--- src/rtl/wake_pkg.sv ---
package wake_pkg;
  // Strobes sent by the control to the datapath counters
  typedef struct packed {
    logic gapClr;
    logic gapInc;
    logic latchIdle;
  } dpCtl_t;

  typedef enum logic {TX_WAIT, TX_GAP} txState_t;
endpackage

--- src/rtl/wake_dp.sv ---
module wake_dp
  import wake_pkg::*;
#(
  parameter int IDLE_BITS = 10,
  parameter int GAP_BITS  = 11
) (
  input  logic   clk,
  input  logic   rstN,
  input  dpCtl_t ctl,
  input  logic   bitTick,
  input  logic   rxLine,
  output logic   idleAddr,
  output logic   gapLast
);
  localparam int IW = $clog2(IDLE_BITS + 1);
  localparam int GW = $clog2(GAP_BITS + 1);
  localparam logic [IW-1:0] IDLE_MAX = IW'(IDLE_BITS);
  localparam logic [GW-1:0] GAP_END  = GW'(GAP_BITS - 1);

  logic [IW-1:0] idleCnt;
  logic [GW-1:0] gapCnt;

  // Whole bit periods of continuous high line, saturating
  always_ff @(posedge clk) begin
    if (!rstN)                              idleCnt <= '0;
    else if (!rxLine)                       idleCnt <= '0;
    else if (bitTick && idleCnt != IDLE_MAX) idleCnt <= idleCnt + 1'b1;
  end

  always_ff @(posedge clk) begin
    if (!rstN)              idleAddr <= 1'b0;
    else if (ctl.latchIdle) idleAddr <= (idleCnt == IDLE_MAX);
  end

  always_ff @(posedge clk) begin
    if (!rstN)           gapCnt <= '0;
    else if (ctl.gapClr) gapCnt <= '0;
    else if (ctl.gapInc) gapCnt <= gapCnt + 1'b1;
  end

  assign gapLast = (gapCnt == GAP_END);

  p_idle_sat_r2: assert property (@(posedge clk) disable iff (!rstN)
    idleCnt <= IDLE_MAX);

  p_idle_count_r2: assert property (@(posedge clk) disable iff (!rstN)
    (rxLine && bitTick && idleCnt < IDLE_MAX) |=> idleCnt == $past(idleCnt) + 1'b1);
endmodule

--- src/rtl/wake_ctrl.sv ---
module wake_ctrl
  import wake_pkg::*;
(
  input  logic   clk,
  input  logic   rstN,
  input  logic   addrBitMode,
  input  logic   sleepEn,
  input  logic   bitTick,
  input  logic   rxStart,
  input  logic   rxDone,
  input  logic   rxAddrBit,
  input  logic   txWakeSet,
  input  logic   txBufValid,
  input  logic   txShiftIdle,
  input  logic   idleAddr,
  input  logic   gapLast,
  output dpCtl_t ctl,
  output logic   txLoad,
  output logic   txFrameAddr,
  output logic   txWakeArmed,
  output logic   rxReady,
  output logic   rxAddrFrame,
  output logic   wakeFlag
);
  txState_t txState, txNext;
  logic loadNow, readyToMove, isAddr, sleepPrev, sleepFall;

  assign readyToMove = txBufValid && txShiftIdle && !txLoad;

  always_comb begin
    loadNow       = 1'b0;
    txNext        = txState;
    ctl           = '0;
    ctl.latchIdle = rxStart;
    case (txState)
      TX_WAIT: if (readyToMove) begin
        if (txWakeArmed && !addrBitMode) begin
          ctl.gapClr = 1'b1;
          txNext     = TX_GAP;
        end else loadNow = 1'b1;
      end
      TX_GAP: if (bitTick) begin
        if (gapLast) begin
          loadNow = 1'b1;
          txNext  = TX_WAIT;
        end else ctl.gapInc = 1'b1;
      end
      default: txNext = TX_WAIT;
    endcase
  end

  always_ff @(posedge clk) begin
    if (!rstN) begin
      txState     <= TX_WAIT;
      txLoad      <= 1'b0;
      txFrameAddr <= 1'b0;
      txWakeArmed <= 1'b0;
    end else begin
      txState     <= txNext;
      txLoad      <= loadNow;
      txFrameAddr <= loadNow && addrBitMode && txWakeArmed;
      txWakeArmed <= txWakeSet || (txWakeArmed && !loadNow);
    end
  end

  assign isAddr    = addrBitMode ? rxAddrBit : idleAddr;
  assign sleepFall = sleepPrev && !sleepEn;

  always_ff @(posedge clk) begin
    if (!rstN) begin
      rxReady     <= 1'b0;
      rxAddrFrame <= 1'b0;
      wakeFlag    <= 1'b0;
      sleepPrev   <= 1'b0;
    end else begin
      rxReady     <= rxDone && (!sleepEn || isAddr);
      rxAddrFrame <= rxDone && isAddr;
      sleepPrev   <= sleepEn;
      if (sleepFall)   wakeFlag <= 1'b0;
      else if (rxDone) wakeFlag <= isAddr;
    end
  end

  p_load_pulse_r7: assert property (@(posedge clk) disable iff (!rstN)
    txLoad |=> !txLoad);

  p_wake_clear_r10: assert property (@(posedge clk) disable iff (!rstN)
    (txLoad && !$past(txWakeSet)) |-> !txWakeArmed);

  p_idle_no_mark_r9: assert property (@(posedge clk) disable iff (!rstN)
    (txLoad && !$past(addrBitMode)) |-> !txFrameAddr);

  p_sleep_block_r5: assert property (@(posedge clk) disable iff (!rstN)
    ($past(rxDone) && $past(sleepEn) && !rxAddrFrame) |-> !rxReady);

  p_wake_rise_r6: assert property (@(posedge clk) disable iff (!rstN)
    $rose(wakeFlag) |-> rxAddrFrame);
endmodule

--- src/rtl/wake_frame_unit.sv ---
module wake_frame_unit
  import wake_pkg::*;
#(
  parameter int IDLE_BITS = 10,
  parameter int GAP_BITS  = 11
) (
  input  logic clk,
  input  logic rstN,
  input  logic addrBitMode,
  input  logic sleepEn,
  input  logic bitTick,
  input  logic rxLine,
  input  logic rxStart,
  input  logic rxDone,
  input  logic rxAddrBit,
  input  logic txWakeSet,
  input  logic txBufValid,
  input  logic txShiftIdle,
  output logic txLoad,
  output logic txFrameAddr,
  output logic txWakeArmed,
  output logic rxReady,
  output logic rxAddrFrame,
  output logic wakeFlag
);
  dpCtl_t ctl;
  logic   idleAddr, gapLast;

  wake_dp #(.IDLE_BITS(IDLE_BITS), .GAP_BITS(GAP_BITS)) u_dp (
    .clk(clk), .rstN(rstN), .ctl(ctl), .bitTick(bitTick), .rxLine(rxLine),
    .idleAddr(idleAddr), .gapLast(gapLast)
  );

  wake_ctrl u_ctrl (
    .clk(clk), .rstN(rstN), .addrBitMode(addrBitMode), .sleepEn(sleepEn),
    .bitTick(bitTick), .rxStart(rxStart), .rxDone(rxDone), .rxAddrBit(rxAddrBit),
    .txWakeSet(txWakeSet), .txBufValid(txBufValid), .txShiftIdle(txShiftIdle),
    .idleAddr(idleAddr), .gapLast(gapLast), .ctl(ctl),
    .txLoad(txLoad), .txFrameAddr(txFrameAddr), .txWakeArmed(txWakeArmed),
    .rxReady(rxReady), .rxAddrFrame(rxAddrFrame), .wakeFlag(wakeFlag)
  );
endmodule

--- config.mk ---
export PLATFORM = sky130hd
export DESIGN_NAME = wake_frame_unit
export DESIGN_NICKNAME = d
export VERILOG_FILES = /design/src/rtl/wake_pkg.sv /design/src/rtl/wake_dp.sv /design/src/rtl/wake_ctrl.sv /design/src/rtl/wake_frame_unit.sv
export SDC_FILE = /design/constraint.sdc
export NUM_CORES = 1
export LEC_CHECK = 0
export ABC_CLOCK_PERIOD_IN_PS = 4400
export BUFFER_PORTS_ARGS = -buffer_cell sky130_fd_sc_hd__buf_2
export CAP_MARGIN = 20
export CORE_ASPECT_RATIO = 0.7
export CORE_MARGIN = 1.5
export CORE_UTILIZATION = 40
export CTS_CLUSTER_DIAMETER = 150
export DETAILED_ROUTE_END_ITERATION = 6
export SLEW_MARGIN = 20
export SYNTH_ARGS = -nofsm -noshare
export SYNTH_HDL_FRONTEND = slang
export SYNTH_HIERARCHICAL = 1
export SYNTH_SLANG_ARGS = --single-unit
--- constraint.sdc ---
create_clock -name clk -period 4.4 [get_ports clk]
set_input_delay 1.32 -clock clk [delete_from_list [all_inputs] [get_ports clk]]
set_output_delay 1.32 -clock clk [all_outputs]
set_load 0.01 [all_outputs]
==> results.cfg <==
[clocking]
clock_path_buffers = 2
clkSlewWorstSetupHoldPaths_ns = 0.10
tritoncts = built
clk_latency_ns = 0.29
h-tree-depth = 1
postCtsSetupRepairBufs = 0
cts.sinks = 17
ctsResizeCount = 0
cts_hold_buf = 0
ctsRootBufferMaster = clkbuf_4
cts_buffers = 3

[layout]
fillers = 164
diodes = 0
fin_nets = 115
areaGrowthSynthToFinish_pct = 17.2
drive_gt1_share_pct = 27.6
fin_cells = 119
final_area_um2 = 893

[timing]
slew_headroom_pct = 78.2
finalMaxSlewViolations = 0
finalHoldViolCount = 0
fin_crit_sh_pct = 48.2
tightest_slew_ns = 0.326
fmax_mhz = 471
setup-violations-final = 0
finClkSkew_ns = 0.00725
period_needed_ns = 2.12
rsz0062_at_grt = no
setup_tns_ns = 0

[critical_path]
required_ns = 3.08
path_delay_family = flip-flops
critical_path_class = flop to output port
cp_cell_sequence = buf_2
start_kind = flop
crit_path_max_incr_delay_ns = 0.37
slowest_stage = dfxtp_1
cp.arrival_ns = 0.80
crit_path_end_kind = output port
critPathMaxFanout = 4
timing.critical_path.buf_inv = 1

[floorplan]
placementRows = 12
die_x_um = 55.2
num_io_pins = 18
die_h_um = 39.5
die-area_mm2 = 0.00218
core-area_mm2 = 0.00168
start_util_pct = 45.3

[power_and_ir_drop]
power.density_mw_per_mm2 = 302
p_leak_nw = 0.421
ir_drop_v = 0.000278

[detailed_routing]
drt_iter0_markers = 9
wl_per_cell_um = 11.5
drc = 0
vias = 591
ant_nets = 0
dr.pass1.iters = 4
viasPerCell = 4.97
totalWireLength_um = 1370

[synthesis]
synthXorXnorAreaFrac_pct = 4.60
yosys.area_share.simple_pct = 25.6
syn_area_per_cell_um2 = 9.77
synth_top_family_by_area = simple AND/OR/NAND/NOR gates
synth_compound_area_share_pct = 13.0
yosysTopAreaCell = dfxtp_1
ys_seq_area_share_pct = 44.7
ys_types = 31
synth_mux_area_share_pct = 2.63
yosys-top-cells-area = dfxtp_1 45%, ha_1 6.6%, nand2_1 3.9%
netlist_area_um2 = 762
synthDominantCellAreaShare_pct = 44.7
ys_ff_latch = 17
netlist_instances = 78
synthAdderAreaFrac_pct = 6.57
yosysWarnings = 6
synth_nets = 94

[global_routing]
grt_start_max_net_pins = 12
antenna_found_initial = 0
grt_pass1_wl_um = 2360
grt_overflow = 0
grt_pass1_vias = 522
grtUsageTotal_pct = 16.5

[placement]
place_hpwl_um = 1000
gp_congestion = 0.787
place_area_um2 = 866
dp_cells = 115
io_buffer_count = 17

[run_status]
outcome = finished, final reports clean

[hold_path]
hold_class = flop to flop

[run]
cap_viol_max_count = 0
[sequential cells by signal (all words and copies together) (netlist names)]
register and cells:
u_dp/gapCnt 4, u_ctrl/rxReady 1, u_dp/idleAddr 1, u_ctrl/wakeFlag 1, u_ctrl/txFrameAddr 1, u_dp/idleCnt 4
u_ctrl/txState 1, u_ctrl/sleepPrev 1, u_ctrl/txWakeArmed 1, u_ctrl/txLoad 1, u_ctrl/rxAddrFrame 1
[per-layer routing]
metal	vias to the layer above	wire [um]	part of all wire (%)	GRT usage [%]
met3	2	78	5.7	8.02
met5	-	0	0	0
met4	0	11	0.80	3.66
met1	261	777	57	24.4
met2	17	504	37	20.8
li1	311	-	-	-
[worst register-to-register path, cell delays in order (launching register included)]
cell and delay, ns:
dfxtp_1 0.41, inv_1 0.06, ha_1 0.19, and3b_1 0.19, nor2_1 0.29, nand4_1 0.15, xor2_1 0.17, nor2_1 0.09
[cell usage in the layout, fill, tap and decap left out]
cell	n
a21oi_1	5
a211oi_1	1
nor2_1	7
clkinv_2	1
nand3b_4	1
a211o_1	1
o21a_1	1
o221ai_1	1
and3_1	2
nand2b_1	2
ha_1	4
a21boi_0	1
buf_2	17
nand4bb_2	1
and4bb_1	1
mux2i_1	2
nand3_2	1
a22o_1	1
nor2_2	1
xor2_1	3
inv_1	4
and3b_1	1
and2_1	2
clkbuf_4	3
nand2_1	8
a21oi_2	1
nor3_1	1
nand3_1	2
xnor2_1	1
nand4_1	2
a21boi_1	1
a21o_2	1
dfxtp_1	17
[area by class of cell]
cell class              instances  area, um2  share of cell area, %
multi-input cells              56        399                   44.7
flip-flops and latches         17        340                   38.1
repair buffers                 17       85.1                   9.52
well taps                      21       26.3                   2.94
clock buffers                   3       22.5                   2.52
inverters                       4       15.0                   1.68
clock inverters                 1       5.00                  0.560
[Yosys cell counts]
cell type,count
and3b_1,1
and2_1,2
and3_1,2
mux2i_1,2
ha_1,4
a21oi_1,5
a21boi_1,1
a21boi_0,1
nor2_2,1
buf_4,1
and4bb_1,1
xnor2_1,1
nor2_1,7
nand3_2,1
dfxtp_1,17
nand2_1,8
o221ai_1,1
nand3_1,2
nand4bb_2,1
a22o_1,1
a21oi_2,1
o21a_1,1
nand3b_4,1
nand2b_1,2
xor2_1,3
a211o_1,1
nand4_1,2
a211oi_1,1
a21o_2,1
nor3_1,1
inv_1,4
[where the power goes]
group	switching, mW	internal, mW
clock network	0.0478	0.0338
logic	0.0142	0.0128
registers	0.00305	0.158
total	0.0650	0.205
[path summary, 6_finish.rpt]
| check | startpoint | to | slack, ns | cells past startpoint |
|---|---|---|---|---|
| setup / recovery | u_ctrl/txWakeArmed | txWakeArmed | 2.28 | 1 |
| setup reg to reg | u_dp/gapCnt[0] | u_dp/gapCnt[3] | 2.78 | 7 |
| hold reg to reg | u_dp/gapCnt[1] | u_dp/gapCnt[1] | 0.52 | 2 |
| hold / removal | u_dp/gapCnt[1] | u_dp/gapCnt[1] | 0.52 | 2 |
[metrics by stage]
stage	utilization, %	setup WS [ns]	hold WS, ns	total power [mW]
floorplan	-	2.39	0.472	0.179
global placement	51.5	2.14	0.496	0.191
detailed placement	51.5	2.12	0.495	0.192
CTS	53.1	2.25	0.523	0.275
global route	53.1	2.22	0.558	0.288
finish	53.1	2.28	0.524	0.270
[cells by family (layout without fill, tap and decap cells)]
kind of cell    Yosys count  in the layout
compound gates           14             14
xor+xnor                  4              4
fa+ha+maj                 4              4
buf+inv                   5             25
flops                    17             17
mux                       2              2
simple gates             32             32
Power figures use the tool's default switching activity.
